===== config.mk =====
export PLATFORM = sky130hd
export DESIGN_NAME = flash_seq
export DESIGN_NICKNAME = d
export VERILOG_FILES = /design/src/rtl/flash_seq.sv
export SDC_FILE = /design/constraint.sdc
export NUM_CORES = 2
export LEC_CHECK = 0
export BUFFER_PORTS_ARGS = -buffer_cell sky130_fd_sc_hd__buf_2
export CAP_MARGIN = 15
export CORE_MARGIN = 3
export CORE_UTILIZATION = 30
export CTS_BUF_LIST = sky130_fd_sc_hd__clkbuf_4 sky130_fd_sc_hd__clkbuf_8 sky130_fd_sc_hd__clkbuf_16
export CTS_CLUSTER_DIAMETER = 40
export DETAILED_ROUTE_END_ITERATION = 16
export HOLD_SLACK_MARGIN = 0.15
export PLACE_DENSITY = 0.51
export SETUP_SLACK_MARGIN = 0.2
export SKIP_CTS_REPAIR_TIMING = 1
export SYNTH_ARGS = -nofsm -noshare
export SYNTH_HDL_FRONTEND = slang
export SYNTH_SLANG_ARGS = --single-unit
export TNS_END_PERCENT = 5

===== constraint.sdc =====
create_clock -name clk -period 13.5 [get_ports clk]
set_input_delay 2.025 -clock clk [delete_from_list [all_inputs] [get_ports clk]]
set_output_delay 2.025 -clock clk [all_outputs]
set_load 0.1 [all_outputs]

===== src/rtl/flash_seq.sv =====
module flash_seq #(
  parameter int IDX_W  = 4,
  parameter int SIZE_W = 16,
  parameter int CNT_W  = 3
) (
  input  logic              clk,
  input  logic              rst_n,
  input  logic              imem_we,
  input  logic [IDX_W+1:0]  imem_addr,
  input  logic [31:0]       imem_wdata,
  input  logic [23:0]       cmd_addr,
  input  logic [SIZE_W-1:0] cmd_size,
  input  logic [IDX_W-1:0]  cmd_index,
  input  logic [CNT_W-1:0]  cmd_count,
  input  logic              trigger,
  output logic              idle,
  output logic              cmd_done,
  input  logic              tx_valid,
  input  logic [7:0]        tx_data,
  output logic              tx_ready,
  output logic              rx_valid,
  output logic [7:0]        rx_data,
  output logic              dev_cs,
  output logic              dev_valid,
  output logic [7:0]        dev_wdata,
  input  logic              dev_ready,
  input  logic [7:0]        dev_rdata
);

  localparam int WORDS = 4 << IDX_W;
  localparam logic [5:0] OP_STOP  = 6'h00;
  localparam logic [5:0] OP_CMD   = 6'h01;
  localparam logic [5:0] OP_RADDR = 6'h02;
  localparam logic [5:0] OP_WRITE = 6'h08;
  localparam logic [5:0] OP_READ  = 6'h09;

  typedef enum logic [2:0] {S_IDLE, S_DEC, S_CMD, S_ADDR, S_READ, S_WRITE} st_t;

  logic [31:0]       mem [WORDS];
  st_t               state;
  logic [IDX_W-1:0]  seq;
  logic [2:0]        slot;
  logic [CNT_W-1:0]  left;
  logic [SIZE_W-1:0] remain, cnt, rd_len;
  logic [23:0]       addr_q;
  logic              done_q, cs_q;
  logic [IDX_W+1:0]  widx;
  logic [5:0]        op;
  logic [7:0]        opnd;
  logic              xfer, adv, last;

  always_ff @(posedge clk)
    if (imem_we) mem[imem_addr] <= imem_wdata;

  assign widx   = {seq, slot[2:1]};
  assign op     = slot[0] ? mem[widx][31:26] : mem[widx][15:10];
  assign opnd   = slot[0] ? mem[widx][23:16] : mem[widx][7:0];
  assign rd_len = (remain != '0) ? remain : SIZE_W'(opnd);

  assign idle      = (state == S_IDLE);
  assign cmd_done  = done_q;
  assign dev_cs    = cs_q;
  assign dev_valid = (state == S_CMD) || (state == S_ADDR) || (state == S_READ) ||
                     (state == S_WRITE && tx_valid);
  assign xfer      = dev_valid && dev_ready;
  assign tx_ready  = (state == S_WRITE) && dev_ready;
  assign rx_valid  = xfer && (state == S_READ);
  assign rx_data   = dev_rdata;

  always_comb begin
    case (state)
      S_CMD:   dev_wdata = opnd;
      S_ADDR:  dev_wdata = (cnt[1:0] == 2'd2) ? addr_q[23:16] :
                           (cnt[1:0] == 2'd1) ? addr_q[15:8] : addr_q[7:0];
      S_WRITE: dev_wdata = tx_data;
      default: dev_wdata = 8'h00;
    endcase
  end

  always_comb begin
    case (state)
      S_DEC: begin
        case (op)
          OP_CMD, OP_RADDR: adv = 1'b0;
          OP_READ:          adv = (rd_len == '0);
          OP_WRITE:         adv = (remain == '0);
          default:          adv = 1'b1;
        endcase
      end
      S_CMD:   adv = xfer;
      S_ADDR:  adv = xfer && (cnt == '0);
      S_READ:  adv = xfer && (cnt == SIZE_W'(1));
      S_WRITE: adv = xfer && (remain == SIZE_W'(1));
      default: adv = 1'b0;
    endcase
  end

  assign last = adv && ((state == S_DEC && op == OP_STOP) || slot == 3'd7);

  always_ff @(posedge clk or negedge rst_n) begin
    if (!rst_n) begin
      state  <= S_IDLE;
      seq    <= '0;
      slot   <= '0;
      left   <= '0;
      remain <= '0;
      cnt    <= '0;
      addr_q <= '0;
      done_q <= 1'b0;
      cs_q   <= 1'b0;
    end else begin
      case (state)
        S_IDLE: if (trigger) begin
          seq    <= cmd_index;
          slot   <= '0;
          left   <= cmd_count;
          remain <= cmd_size;
          addr_q <= cmd_addr;
          done_q <= 1'b0;
          state  <= S_DEC;
        end
        S_DEC: begin
          case (op)
            OP_STOP:  begin cs_q <= 1'b0; done_q <= 1'b1; end
            OP_CMD:   begin cs_q <= 1'b1; state <= S_CMD; end
            OP_RADDR: begin cs_q <= 1'b1; cnt <= SIZE_W'(2); state <= S_ADDR; end
            OP_READ:  if (rd_len != '0) begin cs_q <= 1'b1; cnt <= rd_len; state <= S_READ; end
            OP_WRITE: if (remain != '0) begin cs_q <= 1'b1; state <= S_WRITE; end
            default: ;
          endcase
        end
        S_ADDR, S_READ: if (xfer) cnt <= cnt - 1'b1;
        S_WRITE:        if (xfer) remain <= remain - 1'b1;
        default: ;
      endcase
      if (adv) begin
        if (last) begin
          if (left == '0) begin
            state <= S_IDLE;
            cs_q  <= 1'b0;
          end else begin
            seq   <= seq + 1'b1;
            left  <= left - 1'b1;
            slot  <= '0;
            state <= S_DEC;
          end
        end else begin
          slot  <= slot + 1'b1;
          state <= S_DEC;
        end
      end
    end
  end

  a_r12_cs_on_xfer: assert property (@(posedge clk) disable iff (!rst_n)
    dev_valid |-> dev_cs);
  a_r10_idle_cs_low: assert property (@(posedge clk) disable iff (!rst_n)
    idle |-> !dev_cs);
  a_r11_addr_held: assert property (@(posedge clk) disable iff (!rst_n)
    !idle |=> $stable(addr_q));
  a_r8_done_drops_cs: assert property (@(posedge clk) disable iff (!rst_n)
    $rose(cmd_done) |-> !dev_cs);
  a_r6_read_dummy: assert property (@(posedge clk) disable iff (!rst_n)
    rx_valid |-> dev_wdata == 8'h00);
  a_r7_count_step: assert property (@(posedge clk) disable iff (!rst_n)
    (state == S_WRITE && xfer) |=> remain == $past(remain) - 1'b1);

endmodule


==> flow_summary.json <==
{
  "synth_area_leaders": "edfxtp_1 (74%), mux4_2 (7.4%), mux2i_1 (3.8%)",
  "worst_slew_pin_slew_ns": 1.332,
  "die_x_um": 498.9,
  "antenna_found_initial": 24,
  "yosys.area.top_type": "edfxtp_1",
  "dr.pass1.iters": 5,
  "ys_types": 80,
  "avgSynthCellArea_um2": 18.92,
  "start_util_pct": 30.22,
  "finalSetupViolations": 0,
  "crit_path_top_delay_cell": "nor3_1",
  "worstSetupStartpointType": "flip-flop",
  "portBuffers": 108,
  "leakage_uw": 0.02795,
  "synth_area_um2": 72900,
  "crit_chain": "buf_12, buf_4, mux4_2, nand2_1, a21oi_1, a2111oi_0, buf_4, nor3_1, o22ai_1, o22ai_1, buf_2",
  "max_freq_mhz": 121.9,
  "dp_hpwl_um": 125100,
  "post_drt_wl_per_cell_um": 29.52,
  "grt_max_degree": 102,
  "synthToLayoutAreaGrowth_pct": 20.40,
  "power_density_nw_per_um2": 212.0,
  "drv_cap": 0,
  "first_iter_violations": 4681,
  "rsz0062_at_grt": "no",
  "placed_area_um2": 77920,
  "final_cell_mix": "edfxtp_1 (1792), clkbuf_16 (310), mux2i_1 (275), mux4_2 (238), nand2_1 (167)",
  "cp.arrival_ns": 6.18,
  "critPathBufInv": 4,
  "tritoncts": "built",
  "status": "completed",
  "vias": 40350,
  "holdCritPathClass": "reg2reg",
  "required_ns": 11.48,
  "ys_seq_area_share_pct": 76.25,
  "cts_buffer_depth": 4,
  "tns_ns": 0,
  "clk_latency_ns": 0.93,
  "fin_crit_sh_pct": 60.75,
  "htreeDepth": 5,
  "ios": 129,
  "ir_drop_mv": 0.1484,
  "cts_sinks": 1863,
  "grt_usage_pct": 17.75,
  "cts_buffers": 303,
  "worstSetupPathType": "reg2out",
  "wl_um": 225000,
  "finalInstanceArea_um2": 87770,
  "drive_gt1_share_pct": 25.50,
  "drc_errors": 0,
  "viasPerCell": 5.293,
  "grt_first_pass_wirelength_um": 314800,
  "slew_headroom_pct": 10.88,
  "syn_inst": 3852,
  "path_max_fanout": 101,
  "ys_ff_latch": 1863,
  "synth-edff-count": 1792,
  "clk_pin_slew_ns": 0.05,
  "drtAntennaViolNets": 0,
  "die_h_um": 498.9,
  "rows": 180,
  "cp_top_family": "buffers and inverters",
  "gp_congestion": 0.7893,
  "coreArea_um2": 241200,
  "finalCriticalPeriod_ns": 8.202,
  "fp.dieArea_um2": 248900,
  "synth_fp_nets": 3970,
  "cpPeakStageDelay_ns": 0.91,
  "report.final.slew_viol_count": 0,
  "hold_viol": 0,
  "first_global_vias": 40090,
  "synth-async-reset-ratio_pct": 3.811,
  "final_common_cell": "edfxtp_1",
  "synth_top_area_share_pct": 73.82,
  "synth.yosys.warnings": 0,
  "fin_nets": 4329,
  "fin_skew_ns": 0.09241,
  "clockRootBuffer": "clkbuf_16",
  "overflow": 0,
  "synthFlopType": "edfxtp_1",
  "end_kind": "output port"
}
[cell families after synthesis]
logic type      share of synthesized area, %
flops                                  76.25
compound gates                         5.913
mux                                    12.20
simple gates                           3.481
buf+inv                                1.963
fa+ha+maj                             0.1888
[path summary, 6_finish.rpt]
path	slack, ns	depth (start not counted)	start	to
max	5.30	11	slot[2]	dev_wdata[2]
min in group asynchronous	1.27	1	rst_n	remain[8]
min reg2reg	0.47	2	addr_q[14]	addr_q[14]
max reg2reg	6.63	14	slot[1]	seq[3]
min	0.47	2	addr_q[14]	addr_q[14]
max in group asynchronous	11.48	1	rst_n	slot[1]
[tightest hold or removal path: cells and delay by family, from the launching register on]
family	cells	cell delay, ns
flops	1	0.34
simple gates	2	0.10
[metrics by stage]
stage | power (uW) | std cells | hold slack [ns] | worst slack [ns] | util [%]
after floorplan | 9438 | 3852 | 0.4450 | 7.265 | -
after global placement | 11260 | 7090 | 0.4579 | 6.261 | 32.30
after detailed placement | 11280 | 7090 | 0.4614 | 6.293 | 32.30
after CTS | 18760 | 7616 | 0.4746 | 5.300 | 36.37
after global routing | 19230 | 7619 | 0.4921 | 5.229 | 36.38
final | 18610 | 7623 | 0.4732 | 5.298 | 36.39
[cells in the mapped netlist, drive strengths merged, types with 16 or more instances]
| cell | instances |
|---|---|
| edfxtp | 1792 |
| mux2i | 275 |
| mux4 | 254 |
| nor2 | 188 |
| nand2 | 167 |
| buf | 143 |
| o21ai | 101 |
| o22ai | 92 |
| nor3 | 82 |
| clkbuf | 78 |
| a21oi | 72 |
| dfrtp | 71 |
| a211oi | 63 |
| a22oi | 39 |
| o31ai | 36 |
| mux2 | 32 |
| a221oi | 29 |
| o221ai | 29 |
| a22o | 24 |
| nor4 | 22 |
| nand3 | 21 |
| a2111oi | 20 |
| inv | 19 |
| nor2b | 16 |
[flip-flops by register name (all words and copies together), names as in the netlist]
register / flops
addr_q: 24
slot: 3
cnt: 16
left: 3
remain: 16
mem: 1792
state: 3
dev_cs: 1
cmd_done: 1
seq: 4
[layer usage]
metal | track usage, % | vias to the layer above | wire length [um]
li1 | - | 16730 | -
met1 | 25.32 | 21640 | 97890
met2 | 28.11 | 1648 | 106100
met3 | 2.890 | 329 | 15840
met4 | 4.870 | 6 | 5159
met5 | 0 | - | 46
[cell type report]
type / instances / area (um2)
Antenna cell: 6 / 15.01
Multi-Input combinational cell: 1746 / 16420
Fill cell: 22170 / 153400
Clock inverter: 195 / 1902
Tap cell: 3185 / 3985
Sequential cell: 1863 / 55610
Timing Repair Buffer: 275 / 1847
Inverter: 22 / 82.58
Clock buffer: 331 / 7915
[where the power goes]
group | internal (uW) | leakage (uW) | switching, uW
logic | 1440 | 0.00618 | 3060
clock network | 4690 | 0.00476 | 2770
registers | 6480 | 0.0170 | 171
(Power assumes the default switching activity.)
